<file path="config.mk">
export PLATFORM = sky130hd
export DESIGN_NAME = amo_unit
export DESIGN_NICKNAME = d
export VERILOG_FILES = /design/src/rtl/amo_pkg.sv /design/src/rtl/amo_alu.sv /design/src/rtl/amo_resv.sv /design/src/rtl/amo_unit.sv
export SDC_FILE = /design/constraint.sdc
export NUM_CORES = 1
export LEC_CHECK = 0
export ABC_AREA = 1
export BUFFER_PORTS_ARGS = -buffer_cell sky130_fd_sc_hd__buf_2
export CAP_MARGIN = 20
export CELL_PAD_IN_SITES_DETAIL_PLACEMENT = 0
export CELL_PAD_IN_SITES_GLOBAL_PLACEMENT = 2
export CORE_MARGIN = 2
export CORE_UTILIZATION = 32
export DETAILED_ROUTE_END_ITERATION = 12
export PLACE_DENSITY = 0.95
export SYNTH_ARGS = -nofsm -noshare
export SYNTH_HDL_FRONTEND = slang
export SYNTH_SLANG_ARGS = --single-unit
</file>
<file path="constraint.sdc">
create_clock -name clk -period 5.9 [get_ports clk]
set_input_delay 0.59 -clock clk [delete_from_list [all_inputs] [get_ports clk]]
set_output_delay 0.59 -clock clk [all_outputs]
set_load 0.02 [all_outputs]
</file>
<file path="src/rtl/amo_pkg.sv">
package amo_pkg;
  typedef enum logic [3:0] {
    AOP_ADD  = 4'b0000,
    AOP_XOR  = 4'b0010,
    AOP_SWAP = 4'b0011,
    AOP_OR   = 4'b0100,
    AOP_AND  = 4'b0110,
    AOP_SMIN = 4'b1000,
    AOP_SMAX = 4'b1010,
    AOP_UMIN = 4'b1100,
    AOP_UMAX = 4'b1110
  } amo_op_e;

  typedef struct packed {
    logic is_word;
    logic is_lr;
    logic is_sc;
  } amo_dec_t;
endpackage

</file>
<file path="src/rtl/amo_alu.sv">
module amo_alu #(
  parameter int DATA_W = 64
) (
  input  logic              word_mode,
  input  logic [3:0]        code,
  input  logic [DATA_W-1:0] mem_val,
  input  logic [DATA_W-1:0] src_val,
  output logic [DATA_W-1:0] op_mem,
  output logic [DATA_W-1:0] op_src,
  output logic [DATA_W-1:0] alu_out
);
  import amo_pkg::*;
  localparam int HW = DATA_W / 2;

  function automatic logic [DATA_W-1:0] widen(input logic [DATA_W-1:0] v, input logic w);
    return w ? {{HW{v[HW-1]}}, v[HW-1:0]} : v;
  endfunction

  function automatic logic [DATA_W-1:0] pick(input logic [DATA_W-1:0] a,
                                             input logic [DATA_W-1:0] b,
                                             input logic sgn, input logic want_max);
    logic a_lt;
    a_lt = sgn ? ($signed(a) < $signed(b)) : (a < b);
    return (a_lt ^ want_max) ? a : b;
  endfunction

  assign op_mem = widen(mem_val, word_mode);
  assign op_src = widen(src_val, word_mode);

  always_comb begin
    case (code)
      AOP_ADD:  alu_out = op_mem + op_src;
      AOP_XOR:  alu_out = op_mem ^ op_src;
      AOP_AND:  alu_out = op_mem & op_src;
      AOP_OR:   alu_out = op_mem | op_src;
      AOP_SWAP: alu_out = op_src;
      AOP_UMIN: alu_out = pick(op_mem, op_src, 1'b0, 1'b0);
      AOP_UMAX: alu_out = pick(op_mem, op_src, 1'b0, 1'b1);
      AOP_SMIN: alu_out = pick(op_mem, op_src, 1'b1, 1'b0);
      AOP_SMAX: alu_out = pick(op_mem, op_src, 1'b1, 1'b1);
      default:  alu_out = op_mem;
    endcase
  end
endmodule

</file>
<file path="src/rtl/amo_resv.sv">
module amo_resv #(
  parameter int ADDR_W = 40
) (
  input  logic              clk,
  input  logic              rst,
  input  logic              set_en,
  input  logic              clr_en,
  input  logic              new_word,
  input  logic [ADDR_W-1:0] new_addr,
  input  logic              cmp_word,
  input  logic [ADDR_W-1:0] cmp_addr,
  output logic              hit,
  output logic              held
);
  logic              word_q;
  logic [ADDR_W-1:0] addr_q;

  always_ff @(posedge clk) begin
    if (rst) begin
      held   <= 1'b0;
      word_q <= 1'b0;
      addr_q <= '0;
    end else if (set_en) begin
      held   <= 1'b1;
      word_q <= new_word;
      addr_q <= new_addr;
    end else if (clr_en) begin
      held <= 1'b0;
    end
  end

  assign hit = held && (word_q == cmp_word) && (addr_q == cmp_addr);
endmodule

</file>
<file path="src/rtl/amo_unit.sv">
module amo_unit #(
  parameter int         DATA_W  = 64,
  parameter int         ADDR_W  = 40,
  parameter logic [3:0] LR_CODE = 4'b0001,
  parameter logic [3:0] SC_CODE = 4'b0101
) (
  input  logic              clk,
  input  logic              rst,
  input  logic              req_valid,
  input  logic [4:0]        op_code,
  input  logic [DATA_W-1:0] loaded_val,
  input  logic [DATA_W-1:0] reg_operand,
  input  logic [ADDR_W-1:0] req_addr,
  output logic [DATA_W-1:0] result,
  output logic              store_en,
  output logic              sc_valid,
  output logic              sc_status
);
  import amo_pkg::*;
  localparam int HW = DATA_W / 2;

  amo_dec_t          dec;
  logic [DATA_W-1:0] op_mem_w, op_src_w, alu_w, pre_rep;
  logic              resv_hit_w, resv_valid_w;
  logic              lr_fire_w, sc_ok_w;

  assign dec.is_word = op_code[4];
  assign dec.is_lr   = (op_code[3:0] == LR_CODE);
  assign dec.is_sc   = (op_code[3:0] == SC_CODE);

  amo_alu #(.DATA_W(DATA_W)) u_alu (
    .word_mode(dec.is_word), .code(op_code[3:0]),
    .mem_val(loaded_val), .src_val(reg_operand),
    .op_mem(op_mem_w), .op_src(op_src_w), .alu_out(alu_w)
  );

  assign lr_fire_w = req_valid && dec.is_lr;
  assign sc_ok_w   = req_valid && dec.is_sc && resv_hit_w;

  amo_resv #(.ADDR_W(ADDR_W)) u_resv (
    .clk(clk), .rst(rst),
    .set_en(lr_fire_w), .clr_en(sc_ok_w),
    .new_word(dec.is_word), .new_addr(req_addr),
    .cmp_word(dec.is_word), .cmp_addr(req_addr),
    .hit(resv_hit_w), .held(resv_valid_w)
  );

  always_comb begin
    if (dec.is_lr)      pre_rep = op_mem_w;
    else if (dec.is_sc) pre_rep = op_src_w;
    else                pre_rep = alu_w;
  end

  assign result    = dec.is_word ? {2{pre_rep[HW-1:0]}} : pre_rep;
  assign sc_valid  = req_valid && dec.is_sc;
  assign sc_status = !resv_hit_w;
  assign store_en  = req_valid && !dec.is_lr && (!dec.is_sc || resv_hit_w);
endmodule

</file>
== Yosys cells after proc, flatten, opt, wreduce, memory -nomap -nowiden ==
Cells that the tools add are included.

* Add/subtract/negate cells: 1
* Reductions and logical operators: 13
* Multiplexer cells: 12
* $lt $le $gt $ge: 2
* Equality and inequality tests: 12
* Bitwise logic cells: 3

{| class="wikitable"
|+ Operators by type and width
! cell !! number
|-
| 2-to-1 mux 64 bit || 9
|-
| one-hot mux 64 bit (9 select lines) || 1
|-
| less-than comparator 64 bit || 2
|-
| adder 64 bit || 1
|-
| bitwise AND 64 bit || 1
|-
| bitwise OR 64 bit || 1
|-
| bitwise XOR 64 bit || 1
|-
| == test 40 bit || 1
|-
| == test 4 bit, second input constant || 4
|-
| == test 4 x 3 -> 1 bit, second input constant || 3
|-
| == test 4 x 2 -> 1 bit, second input constant || 2
|-
| logical AND 1 bit || 7
|-
| == test 4 x 1 -> 1 bit, second input constant || 1
|-
| zero test 4 bit || 1
|-
| zero test 1 bit || 3
|-
| 2-to-1 mux 1 bit || 2
|-
| nonzero test 2 bit || 1
|-
| == test 1 bit || 1
|-
| logical OR 1 bit || 1
|}

* Output and inout bits: 67
* Bits of input ports: 176
* Register bits after elaboration: 42
* Word-level logic and storage cells: 46

== Depth between registers and ports, before layout ==
Gate-level depths: netlist of the first run.

* Depth in word-level cells: 7
* Depth in mapped cells: 27

== Cells and area by module ==
Synthesis of the first run repeated with hierarchy kept, for this count alone.

* Cells, all modules: 3557
* Area, all modules: 18510.3 µm²

{| class="wikitable"
|+ Modules (own cells, without submodules)
! module !! area each (µm²) !! times used !! cells each
|-
| amo_alu || 14137.3 || 1 || 2769
|-
| amo_unit || 2223.4 || 1 || 459
|-
| amo_resv || 2149.6 || 1 || 329
|}

== Worst setup path after synthesis of the first run ==
No wires, ideal clock.

* Kind: input to output
* Start point: in reg_operand[31]
* End point: out result[45]
* Arrival time: 4.016 ns
* Buffers on the path: 4
* Data required time: 5.310 ns
* Setup slack: 1.294 ns
* Stages on the path: 24
* Path through: nand2_1 -> inv_1 -> clkbuf_1 -> clkbuf_1 -> a21oi_1 -> ha_1 -> buf_2 -> nor2_2 -> nand3_1 -> nor2_2 -> nand3_2 -> nor2_2 -> and3_1 -> nand2_2 -> buf_6 -> nand3_4 -> nand2_4 -> nand2_1 -> nand3_1 -> nand2_1 -> nor2_1 -> o21ai_0 -> nand2_1 -> nand2_1

* Longest elaborated chain between the ends: 7

{| class="wikitable"
|+ RTL lines
! item !! RTL line !! source
|-
| start: declaration || amo_unit.sv:12 || <nowiki>input logic [DATA_W-1:0] reg_operand,</nowiki>
|-
| 2-to-1 mux 64 bit * || amo_alu.sv:16 || <nowiki>return w ? {{HW{v[HW-1]}}, v[HW-1:0]} : v;</nowiki>
|-
| less-than comparator 64 bit, on equally long branches || - ||
|-
| 2-to-1 mux 64 bit || amo_alu.sv:24 || <nowiki>return (a_lt ^ want_max) ? a : b;</nowiki>
|-
| one-hot mux 64 bit (9 select lines) || amo_alu.sv:31 || <nowiki>case (code)</nowiki>
|-
| 2-to-1 mux 64 bit * || amo_unit.sv:50 || <nowiki>else if (dec.is_sc) pre_rep = op_src_w;</nowiki>
|-
| 2-to-1 mux 64 bit * || amo_unit.sv:49 || <nowiki>if (dec.is_lr) pre_rep = op_mem_w;</nowiki>
|-
| 2-to-1 mux 64 bit * || amo_unit.sv:54 || <nowiki>assign result = dec.is_word ? {2{pre_rep[HW-1:0]}} : pre_rep;</nowiki>
|-
| end: declaration || amo_unit.sv:14 || <nowiki>output logic [DATA_W-1:0] result,</nowiki>
|}

Every way passes the cells marked *; elsewhere a longest branch is shown, timed or not.

== Worst setup path after layout of the first run ==
* Start point: in loaded_val[31]
* End point: out result[54]

* Longest elaborated chain between the ends: 7

{| class="wikitable"
|+ RTL lines
! item !! RTL line !! source
|-
| start: declaration || amo_unit.sv:11 || <nowiki>input logic [DATA_W-1:0] loaded_val,</nowiki>
|-
| 2-to-1 mux 64 bit * || amo_alu.sv:16 ||
|-
| less-than comparator 64 bit, on equally long branches || - ||
|-
| 2-to-1 mux 64 bit || amo_alu.sv:24 ||
|-
| one-hot mux 64 bit (9 select lines) || amo_alu.sv:31 ||
|-
| 2-to-1 mux 64 bit || amo_unit.sv:50 ||
|-
| 2-to-1 mux 64 bit * || amo_unit.sv:49 ||
|-
| 2-to-1 mux 64 bit * || amo_unit.sv:54 ||
|}

Marks and branches as above.

==> results.yml, run 1 <==
floorplan:
  die_area_sq_um: 49660
  io_pins: 243
  row_count: 80
  die_w_um: 222.8
  fp.dieH_um: 222.8
  initial_utilization: 0.3223
  core_sq_um: 47550
global_routing:
  antenna_violations_before_repair: 4
  largest_net_degree_at_the_start_of_global_routing: 68
  globalRouteOverflowTotal: 0
  first_pass_grt_wire_length_um: 115100
  grt_usage: 0.2972
  via_count_of_the_first_global_routing_pass: 19480
synthesis:
  mappedNetlistNets: 3215
  netlist_area_sq_um: 15330
  netlist_instances: 2846
  yosys_register_bits: 42
  yosys_warnings: 0
  synth_area_per_cell_sq_um: 5.385
  synth.yosys.seq_area_share: 0.05486
  synthDistinctLibCells: 56
clocking:
  cts_tree: "done"
  post_cts.resized_instances: 0
  cts_inserted_buffers: 5
  clock-sinks: 42
  cts_root_buf: "sky130_fd_sc_hd__clkbuf_16"
  ctsHoldBuffers: 0
  clkTransAtPathRegs_ns: 0.06
  post-cts-setup-buffers: 0
  max-clock-path-buffers: 2
  clock_tree.htree_level_count: 2
  worst_skew_late_latency_ns: 0.28
worst_setup_path:
  crit_top_cell: "sky130_fd_sc_hd__nand2_1"
  timing.critical_path.required_ns: 5.31
  crit_path_max_fanout: 32
  worstRegToRegCells: 8
  crit_arrival_ns: 4.89
  reg2reg_setup_slack_ns: 3.99
  cp_slowest_cell: "sky130_fd_sc_hd__nand4_1"
  timing.setup.critical_path_class: "in2out"
  critical_path.endpoint_type: "primary output"
  worstSetupStartpointType: "input pin"
  cpPeakStageDelay_ns: 0.52
  rr_endpoint: "u_resv.held$_SDFFE_PP0P_"
  crit-reg2reg-launch: "u_resv.addr_q[36]$_SDFFE_PP0P_"
power_and_ir_drop:
  power_leakage_nw: 8.899
  power.combinational.fraction: 0.752
  cell_int_power_mw: 1.033
  power.share.sequential: 0.120
  power.density_nw_per_um2: 137.7
  power.switching_mw: 1.385
  power.share.switching: 0.5729
  relative_contribution_of_the_clock_network_to_total_power: 0.128
  power.ir.vdd_worst_mv: 0.1323
final_layout:
  drive_gt1_frac: 0.1198
  final_util: 0.3693
  layout.nets: 3414
  area_growth_syn_to_layout_pct: 14.57
place:
  dpl.hpwl_um: 60740
  placement.io_buffers: 242
  place.gp.congestion: 1.055
timing:
  post-route-min-period_ns: 5.482
  timing_hold_violations_final: 0
  maxClockFrequency_ghz: 0.1824
  setup-tns-final_ns: 0
  layout_worst_path_cycle_share: 0.9292
  finalSetupViolCount: 0
  clock_skew_ns: 0.002813
  grt_setup_unrepaired: "no"
  max-slew-margin-rel: 0.2688
  worst-slew-pin-transition_ns: 1.085
  final_max_slew_viol_count: 0
hold_path:
  timing.hold.worst.start: "u_resv.addr_q[14]$_SDFFE_PP0P_"
  hold_depth: 2
  timing.hold.worst.class: "reg2reg"
  min_to: "u_resv.addr_q[14]$_SDFFE_PP0P_"
run_status:
  status: "finished, final reports clean"
drt:
  detail_route_antenna_nets: 0
  drt-initial-drc-count: 2276
  drt_drc_violations_left: 0
  via_count: 20870
  totalWireLength_um: 77590
  drt-pass1-iter-count: 7
  drt-wirelength-per-cell_um: 21.18
  vias_per_cell: 5.697
run:
  timing.max_cap.violations: 0
[power groups by stage]
stage	Sequential (mW)	Clock (mW)	Combinational [mW]
after floorplan	0.297	0	1.12
after global placement	0.297	0	1.74
after detailed placement	0.297	0	1.76
final	0.291	0.309	1.82
after global routing	0.291	0.326	1.97
after CTS	0.291	0.313	1.77
[worst max-delay path, delay by kind of cell]
| kind | cells | cell delay, ns |
|---|---|---|
| and+or+nand+nor | 13 | 1.98 |
| AOI/OAI and AO/OA | 4 | 0.61 |
| adders and majority gates | 1 | 0.39 |
| buffers and inverters | 7 | 1.29 |
[layer usage]
layer  vias to the layer above  GRT usage  wire length [um]
li1                       9859          -                 -
met1                      9712     0.3920             32380
met2                      1105     0.4879             34570
met3                       191    0.03015              6677
met4                         2     0.1349              3950
met5                         -          0                11
[logic make-up after synthesis]
| group | share of synthesized area |
|---|---|
| compound gates | 0.2741 |
| simple gates | 0.3798 |
| buf+inv | 0.1252 |
| fa+ha+maj | 0.1581 |
| flops | 0.05486 |
| xor+xnor | 0.008001 |
[cells in the final DEF (no fill, tap or decap), drive strengths merged, types with 26 or more instances in the layout]
cell / n
o21ai: 195
nand3: 237
ha: 192
buf: 306
nor3: 26
inv: 370
nand2: 747
dfxtp: 42
o22ai: 52
a211oi: 62
nor2: 315
a21oi: 309
[how the worst max path moves through the flow]
stage / from / cells after the start / endpoint
floorplan: reg_operand[31] / 24 / result[45]
global placement: op_code[4] / 22 / result[10]
detailed placement: op_code[4] / 25 / result[54]
CTS: op_code[4] / 25 / result[54]
global route: loaded_val[31] / 25 / result[54]
finish: loaded_val[31] / 25 / result[54]
[metrics by stage]
stage	cells	setup slack, ns	area, sq um	power [mW]	hold WS, ns
after global routing	3663	0.2039	17560	2.587	0.4904
after CTS	3659	0.5485	17510	2.376	0.4778
after global placement	3651	0.6651	17340	2.041	0.4597
after floorplan	2846	1.294	15330	1.418	0.4448
final	3663	0.4177	17560	2.418	0.4765
after detailed placement	3651	0.5569	17340	2.060	0.4647
[cell type report]
cell class                 count  area, sq um
fill                        5383        29990
multi-input combinational   2317        12590
timing repair buffer         306         1787
inverter                     373         1401
sequential                    42        840.8
tap                          615        769.5
clock buffer                   5        125.1
clock inverter                 3        40.04
antenna                        2        5.005
[synthesized netlist by cell type (all sizes together)]
library cell / instances / area, sq um
and3: 7 / 43.79
inv: 371 / 1393
nand3: 237 / 1244
xnor2: 6 / 52.55
a221oi: 5 / 43.79
a211o: 3 / 26.28
and2: 1 / 6.260
nand2b: 1 / 6.260
o22ai: 52 / 325.3
clkinv: 2 / 7.510
nand2: 747 / 2883
a211oi: 62 / 465.5
a22o: 2 / 17.52
a2111oi: 4 / 35.03
fa: 1 / 20.02
a21oi: 309 / 1561
nor4b: 1 / 8.760
a32o: 3 / 30.03
clkbuf: 73 / 274.0
o31ai: 2 / 15.01
o21ai: 195 / 975.9
a21boi: 20 / 150.2
nand3b: 10 / 75.07
o211ai: 22 / 165.2
o221ai: 1 / 8.760
a21o: 8 / 60.06
o21a: 9 / 67.56
nor4: 9 / 56.30
ha: 192 / 2402
a311oi: 3 / 26.28
nor2: 315 / 1205
nor3: 26 / 130.1
o211a: 1 / 10.01
nand4: 23 / 143.9
xor2: 8 / 70.07
o2111ai: 7 / 61.31
dfxtp: 42 / 840.8
or2: 3 / 18.77
a22oi: 2 / 15.01
a31oi: 8 / 50.05
buf: 41 / 245.3
o21bai: 12 / 90.09
[sequential cells by signal (all words and copies together), names as in the netlist]
name,flops
u_resv.word_q,1
u_resv.held,1
u_resv.addr_q,40
Power figures use the tool's default switching activity.
==> run 2, diff against run 1 <==
--- a/config.mk
+++ b/config.mk
@@ -11,9 +11,12 @@
 export CELL_PAD_IN_SITES_DETAIL_PLACEMENT = 0
 export CELL_PAD_IN_SITES_GLOBAL_PLACEMENT = 2
 export CORE_MARGIN = 2
-export CORE_UTILIZATION = 32
+export CORE_UTILIZATION = 33
+export CTS_CLUSTER_DIAMETER = 60
 export DETAILED_ROUTE_END_ITERATION = 12
+export GPL_TIMING_DRIVEN = 0
 export PLACE_DENSITY = 0.95
 export SYNTH_ARGS = -nofsm -noshare
 export SYNTH_HDL_FRONTEND = slang
+export SYNTH_HIERARCHICAL = 1
 export SYNTH_SLANG_ARGS = --single-unit
==> results.yml, run 2 <==
run_status:
  status: "finished, final reports clean"
timing:
  setup-tns-final_ns: 0
  worst-slew-pin-transition_ns: 1.248
  final_max_slew_viol_count: 0
  post-route-min-period_ns: 5.809
  maxClockFrequency_ghz: 0.1721
  layout_worst_path_cycle_share: 0.9846
  finalSetupViolCount: 0
  clock_skew_ns: 0.004216
  timing_hold_violations_final: 0
  grt_setup_unrepaired: "no"
  whs_ns: 0.4698
  max-slew-margin-rel: 0.1682
place:
  place_area_sq_um: 20740
  place.gp.congestion: 0.9981
  dpl.hpwl_um: 90810
  placement.io_buffers: 241
synthesis:
  synthDistinctLibCells: 47
  synth_area_per_cell_sq_um: 5.204
  yosys-top-cells-area: "sky130_fd_sc_hd__nand2_1 (19%), sky130_fd_sc_hd__ha_1 (13%), sky130_fd_sc_hd__nand3_1 (13%)"
  synth.yosys.seq_area_share: 0.04542
  synth_top_area_share: 0.1853
  synth-edff-count: 0
  synth_most_common_cell: "sky130_fd_sc_hd__nand2_1"
  netlist_area_sq_um: 18510
  mappedNetlistNets: 3926
  synth_commonest_cells: "sky130_fd_sc_hd__nand2_1 (914), sky130_fd_sc_hd__nand3_1 (464), sky130_fd_sc_hd__nor2_1 (452), sky130_fd_sc_hd__inv_1 (431), sky130_fd_sc_hd__a21oi_1 (230)"
  primary_flip_flop_cell_chosen_by_synthesis_mapping: "sky130_fd_sc_hd__dfxtp_1"
  yosys_warnings: 6
  asyncSetResetFlopFracSynth: 0
  netlist_instances: 3557
  synth_area_leader_cell: "sky130_fd_sc_hd__nand2_1"
  yosys_register_bits: 42
drt:
  vias_per_cell: 5.611
  route.met3.wl_um: 11240
  via_count: 25630
  wl_met2_um: 45770
  drt-wirelength-per-cell_um: 23.99
  drt-pass1-iter-count: 6
  totalWireLength_um: 109600
  drt_drc_violations_left: 0
  routed.top_layer: "met5"
  wirelength_met1_um: 46500
  drt-initial-drc-count: 3126
  detail_route_antenna_nets: 0
final_layout:
  final_util: 0.3864
  commonest_non_fill_non_tap_cell_in_the_layout: "sky130_fd_sc_hd__nand2_1"
  area_growth_syn_to_layout_pct: 15.45
  drive_gt1_frac: 0.1346
  layout.nets: 4187
  largest_registers: "u_resv/addr_q: 40 flops, u_resv/held: 1 flops, u_resv/word_q: 1 flops"
  area_of_all_placed_cells_without_fillers_sq_um: 21370
  final_cell_mix: "sky130_fd_sc_hd__nand2_1 (911), sky130_fd_sc_hd__nor2_1 (450), sky130_fd_sc_hd__nand3_1 (446)"
  top_register: "u_resv/addr_q"
  largest_register_ff_count: 40
clocking:
  cts_inserted_buffers: 5
  clock_tree.htree_level_count: 2
  cts_tree: "done"
  worst_skew_late_latency_ns: 0.29
  ctsHoldBuffers: 0
  clkTransAtPathRegs_ns: 0.06
  max-clock-path-buffers: 2
  clock-sinks: 42
  cts_root_buf: "sky130_fd_sc_hd__clkbuf_16"
run:
  timing.max_cap.violations: 0
global_routing:
  largest_net_degree_at_the_start_of_global_routing: 14
  via_count_of_the_first_global_routing_pass: 23100
  antenna_violations_before_repair: 2
  first_pass_grt_wire_length_um: 156400
  grt_usage: 0.3652
  globalRouteOverflowTotal: 0
floorplan:
  io_pins: 243
  die_w_um: 240.8
  die_area_sq_um: 58000
  row_count: 86
  initial_utilization: 0.3347
  core_sq_um: 55310
  fp.dieH_um: 240.8
worst_setup_path:
  worstSetupStartpointType: "input pin"
  crit_path_max_fanout: 10
  crit_arrival_ns: 5.22
  timing.critical_path.required_ns: 5.31
  timing.setup.critical_path_class: "in2out"
  critical_path.endpoint_type: "primary output"
power_and_ir_drop:
  power.total_mw: 3.061
  power.density_nw_per_um2: 143.2
  power_leakage_nw: 10.78
  power.ir.vdd_worst_mv: 0.2020
hold_path:
  timing.hold.worst.class: "reg2reg"
[run 2: changes by cell type in the layout (fill, tap and decap cells not counted), moves of 22 or more]
| cell | delta |
|---|---|
| sky130_fd_sc_hd__and2_1 | +31 |
| sky130_fd_sc_hd__nor2_1 | +143 |
| sky130_fd_sc_hd__clkbuf_1 | +71 |
| sky130_fd_sc_hd__a211oi_1 | -29 |
| sky130_fd_sc_hd__a21oi_1 | -98 |
| sky130_fd_sc_hd__nand3_1 | +216 |
| sky130_fd_sc_hd__inv_1 | +70 |
| sky130_fd_sc_hd__buf_4 | +27 |
| sky130_fd_sc_hd__or2_0 | +22 |
| sky130_fd_sc_hd__buf_2 | +39 |
| sky130_fd_sc_hd__a221oi_1 | +44 |
| sky130_fd_sc_hd__nand2_1 | +179 |
[run 2: power breakdown]
group | switching (mW) | internal [mW]
registers | 0.00270 | 0.289
clock network | 0.117 | 0.168
logic | 1.76 | 0.729
[run 2: through the flow]
stage / cells / setup WS, ns
floorplan: 3557 / 1.483
CTS: 4566 / 0.003990
global route: 4567 / 0.006780
global placement: 4546 / -1.543
finish: 4568 / 0.09075
detailed placement: 4554 / -1.492
[run 2: area by class of cell]
cell class	instances	area, sq um
antenna	1	2.502
buffer	228	1350
clock buffer	6	138.9
clock inverter	2	12.51
fill	6547	33940
inverter	447	1680
multi-input combinational	2839	15050
sequential	42	840.8
tap	748	935.9
timing repair buffer	255	1361
[run 2: cells by family after synthesis]
logic type | count (synthesis) | share of synthesized area
flip-flops | 42 | 0.04542
adder cells (fa/ha/maj) | 193 | 0.1309
buffers and inverters | 676 | 0.1581
XOR/XNOR | 17 | 0.008044
AND/OR/NAND/NOR | 2019 | 0.4674
AO/OA/AOI/OAI | 610 | 0.1901
[run 2: worst max-delay path: stages]
cell,delay [ns]
sky130_fd_sc_hd__buf_2,0.18
sky130_fd_sc_hd__nand2_1,0.11
sky130_fd_sc_hd__inv_2,0.07
sky130_fd_sc_hd__clkbuf_8,0.18
sky130_fd_sc_hd__clkbuf_4,0.23
sky130_fd_sc_hd__a21oi_1,0.42
sky130_fd_sc_hd__ha_1,0.45
sky130_fd_sc_hd__nor3_1,0.28
sky130_fd_sc_hd__nand2_1,0.13
sky130_fd_sc_hd__nor2_2,0.17
sky130_fd_sc_hd__and3_2,0.27
sky130_fd_sc_hd__nand2_4,0.14
sky130_fd_sc_hd__nand2_4,0.13
sky130_fd_sc_hd__buf_6,0.18
sky130_fd_sc_hd__nand2_4,0.11
sky130_fd_sc_hd__nand2_8,0.16
sky130_fd_sc_hd__buf_6,0.20
sky130_fd_sc_hd__nand2_1,0.07
sky130_fd_sc_hd__nand3_1,0.06
sky130_fd_sc_hd__nand3_1,0.09
sky130_fd_sc_hd__nor2_1,0.19
sky130_fd_sc_hd__nor2_1,0.07
sky130_fd_sc_hd__nand2_1,0.07
sky130_fd_sc_hd__nand3_1,0.15
sky130_fd_sc_hd__nand3_4,0.17
sky130_fd_sc_hd__nand2_1,0.11
sky130_fd_sc_hd__buf_2,0.17
[run 2: what timing repair did]
action / CTS / global route
setup endpoints to repair: 64 / 64
gates cloned: 0 / 0
buffers inserted: 4 / 1
pin swaps: 2 / 1
resized for setup: 73 / 45
[run 2: path summary, 6_finish.rpt]
kind / from / endpoint / slack, ns / depth (start not counted)
min reg2reg: u_resv/addr_q[28]$_SDFFE_PP0P_ / u_resv/addr_q[28]$_SDFFE_PP0P_ / 0.47 / 2
max reg2reg: u_resv/addr_q[0]$_SDFFE_PP0P_ / u_resv/held$_SDFFE_PP0P_ / 4.15 / 12
min: u_resv/addr_q[28]$_SDFFE_PP0P_ / u_resv/addr_q[28]$_SDFFE_PP0P_ / 0.47 / 2
max: loaded_val[31] / result[53] / 0.09 / 27
[run 2: per-layer routing]
metal | GRT usage | vias up
met5 | 0 | -
li1 | - | 12090
met3 | 0.06931 | 226
met1 | 0.4932 | 11930
met2 | 0.5567 | 1381
met4 | 0.1743 | 2
==> run 3, diff against run 2 <==
--- a/config.mk
+++ b/config.mk
@@ -9,9 +9,10 @@
 export BUFFER_PORTS_ARGS = -buffer_cell sky130_fd_sc_hd__buf_2
 export CAP_MARGIN = 20
 export CELL_PAD_IN_SITES_DETAIL_PLACEMENT = 0
-export CELL_PAD_IN_SITES_GLOBAL_PLACEMENT = 2
+export CELL_PAD_IN_SITES_GLOBAL_PLACEMENT = 1
+export CORE_ASPECT_RATIO = 0.9
 export CORE_MARGIN = 2
-export CORE_UTILIZATION = 33
+export CORE_UTILIZATION = 44
 export CTS_CLUSTER_DIAMETER = 60
 export DETAILED_ROUTE_END_ITERATION = 12
 export GPL_TIMING_DRIVEN = 0
==> results.yml, run 3 (synthesis gave the netlist of run 2 again) <==
drt:
  via_count: 26130
  totalWireLength_um: 106400
  vias_per_cell: 5.990
  drt-initial-drc-count: 3757
  drt-pass1-iter-count: 7
  drt_drc_violations_left: 0
  detail_route_antenna_nets: 0
  drt-wirelength-per-cell_um: 24.40
timing:
  final_max_slew_viol_count: 0
  max-slew-margin-rel: 0.1220
  layout_worst_path_cycle_share: 0.9913
  maxClockFrequency_ghz: 0.1710
  worst-slew-pin-transition_ns: 1.317
  finalSetupViolCount: 0
  timing_hold_violations_final: 0
  clock_skew_ns: 0.002927
  post-route-min-period_ns: 5.848
final_layout:
  layout.nets: 4181
  regArea_sq_um: 840.8
  area_growth_syn_to_layout_pct: 13.50
  largest_registers: "u_resv/addr_q: 40 flops, u_resv/held: 1 flops, u_resv/word_q: 1 flops"
  layout.cells.non_filler: 4362
  top_register: "u_resv/addr_q"
  largest_register_ff_count: 40
  multi_input_area_sq_um: 15000
  fillCellCount: 4886
  drive_gt1_frac: 0.1341
  commonest_non_fill_non_tap_cell_in_the_layout: "sky130_fd_sc_hd__nand2_1"
  final_cell_mix: "sky130_fd_sc_hd__nand2_1 (908), sky130_fd_sc_hd__nand3_1 (455), sky130_fd_sc_hd__nor2_1 (449)"
global_routing:
  grt_usage: 0.4692
  globalRouteOverflowTotal: 0
  first_pass_grt_wire_length_um: 150900
  largest_net_degree_at_the_start_of_global_routing: 13
  antenna_violations_before_repair: 5
  via_count_of_the_first_global_routing_pass: 23040
place:
  dpl.hpwl_um: 86080
  place.detailed.instances: 4348
  place.gp.congestion: 1.079
  placement.io_buffers: 241
worst_setup_path:
  worstSetupStartpointType: "input pin"
  timing.critical_path.required_ns: 5.31
  crit_path_max_fanout: 10
  timing.setup.critical_path_class: "in2out"
  crit_arrival_ns: 5.26
  critical_path.endpoint_type: "primary output"
clocking:
  cts_tree: "done"
  ctsHoldBuffers: 0
  max-clock-path-buffers: 2
  cts_root_buf: "sky130_fd_sc_hd__clkbuf_16"
  clock_tree.htree_level_count: 2
  cts_inserted_buffers: 5
  clkTransAtPathRegs_ns: 0.06
  clock-sinks: 42
  worst_skew_late_latency_ns: 0.28
run_status:
  status: "finished, final reports clean"
floorplan:
  row_count: 71
  fp.dieH_um: 198.6
  initial_utilization: 0.4443
  core_sq_um: 41660
  io_pins: 243
  die_area_sq_um: 43730
  die_w_um: 220.2
power_and_ir_drop:
  power.density_nw_per_um2: 147.5
  power_leakage_nw: 10.72
  power.total_mw: 3.098
  power.ir.vdd_worst_mv: 0.2391
hold_path:
  timing.hold.worst.class: "reg2reg"
run:
  timing.max_cap.violations: 0
==> run 3: cell count changes in the layout (fill, tap and decap cells not counted), sizes merged <==
cell,delta
clkbuf,-4
bufinv,+1
diode,+2
buf,-2
clkinvlp,-1
clkinv,-1
==> run 3: report_power, final <==
part           internal (mW)  switching (mW)  total [mW]  leakage (nW)
Clock                  0.209           0.103       0.312        0.0830
Sequential             0.289         0.00273       0.291         0.339
Combinational          0.718            1.78        2.50          10.3
==> run 3: critical path, cell delays in order <==
cell and delay [ns]:
sky130_fd_sc_hd__buf_4 0.24, sky130_fd_sc_hd__inv_4 0.13, sky130_fd_sc_hd__buf_6 0.19, sky130_fd_sc_hd__a21oi_1 0.46, sky130_fd_sc_hd__ha_1 0.32, sky130_fd_sc_hd__buf_2 0.19
sky130_fd_sc_hd__nor2_4 0.14, sky130_fd_sc_hd__nand3_1 0.10, sky130_fd_sc_hd__nor2_2 0.14, sky130_fd_sc_hd__nand3_1 0.15, sky130_fd_sc_hd__nor2_2 0.17, sky130_fd_sc_hd__and3_1 0.27
sky130_fd_sc_hd__nand2_4 0.14, sky130_fd_sc_hd__nand2_4 0.12, sky130_fd_sc_hd__buf_6 0.19, sky130_fd_sc_hd__buf_6 0.20, sky130_fd_sc_hd__buf_4 0.23, sky130_fd_sc_hd__o21ai_0 0.09
sky130_fd_sc_hd__o21ai_0 0.15, sky130_fd_sc_hd__nor2_1 0.07, sky130_fd_sc_hd__nor2_1 0.08, sky130_fd_sc_hd__nand2_1 0.06, sky130_fd_sc_hd__nand3_1 0.15, sky130_fd_sc_hd__nand3_1 0.23
sky130_fd_sc_hd__nand2_1 0.21, sky130_fd_sc_hd__buf_2 0.19
==> run 3: final timing paths <==
path | from | end | slack, ns | depth (start not counted)
max | op_code[4] | result[53] | 0.05 | 26
min | u_resv/held$_SDFFE_PP0P_ | u_resv/held$_SDFFE_PP0P_ | 0.46 | 2
max reg2reg | u_resv/addr_q[2]$_SDFFE_PP0P_ | u_resv/held$_SDFFE_PP0P_ | 4.14 | 15
min reg2reg | u_resv/held$_SDFFE_PP0P_ | u_resv/held$_SDFFE_PP0P_ | 0.46 | 2
==> run 3: area by class of cell <==
cell class / count / area share
clock buffer: 6 / 0.006611
sequential: 42 / 0.04002
multi-input combinational: 2839 / 0.7140
timing repair buffer: 249 / 0.06152
buffer: 228 / 0.06325
tap: 547 / 0.03258
clock inverter: 1 / 0.001429
antenna: 3 / 0.0003573
inverter: 447 / 0.08022
==> run 3: through the flow <==
| stage | TNS, ns | area, sq um | setup slack [ns] | utilization | hold slack, ns |
|---|---|---|---|---|---|
| 2_1_floorplan | 0 | 18510 | 1.483 | - | 0.4356 |
| 6_report | 0 | 21010 | 0.05160 | 0.5042 | 0.4628 |
| 4_1_cts | 0 | 20790 | 0.02238 | 0.4989 | 0.4653 |
| 3_3_place_gp | -58.25 | 20400 | -1.374 | 0.4897 | 0.4532 |
| 5_1_grt | -0.003388 | 21010 | -0.002321 | 0.5042 | 0.4852 |
| 3_5_place_dp | -57.57 | 20430 | -1.365 | 0.4904 | 0.4573 |
==> run 3: what timing repair did <==
action / 4_1_cts / 5_1_grt
buffers inserted: 3 / 0
endpoints found under the setup margin: 64 / 64
endpoints found under the hold margin: 0 / 0
gates resized for setup: 57 / 69
pin swaps: 1 / 1
==> run 3: layer usage <==
layer / up-vias / routed length, um / track usage
li1: 12070 / - / -
met1: 11960 / 43780 / 0.6495
met2: 1839 / 40360 / 0.6340
met3: 252 / 17010 / 0.1815
met4: 6 / 5060 / 0.2013
met5: - / 212 / 0
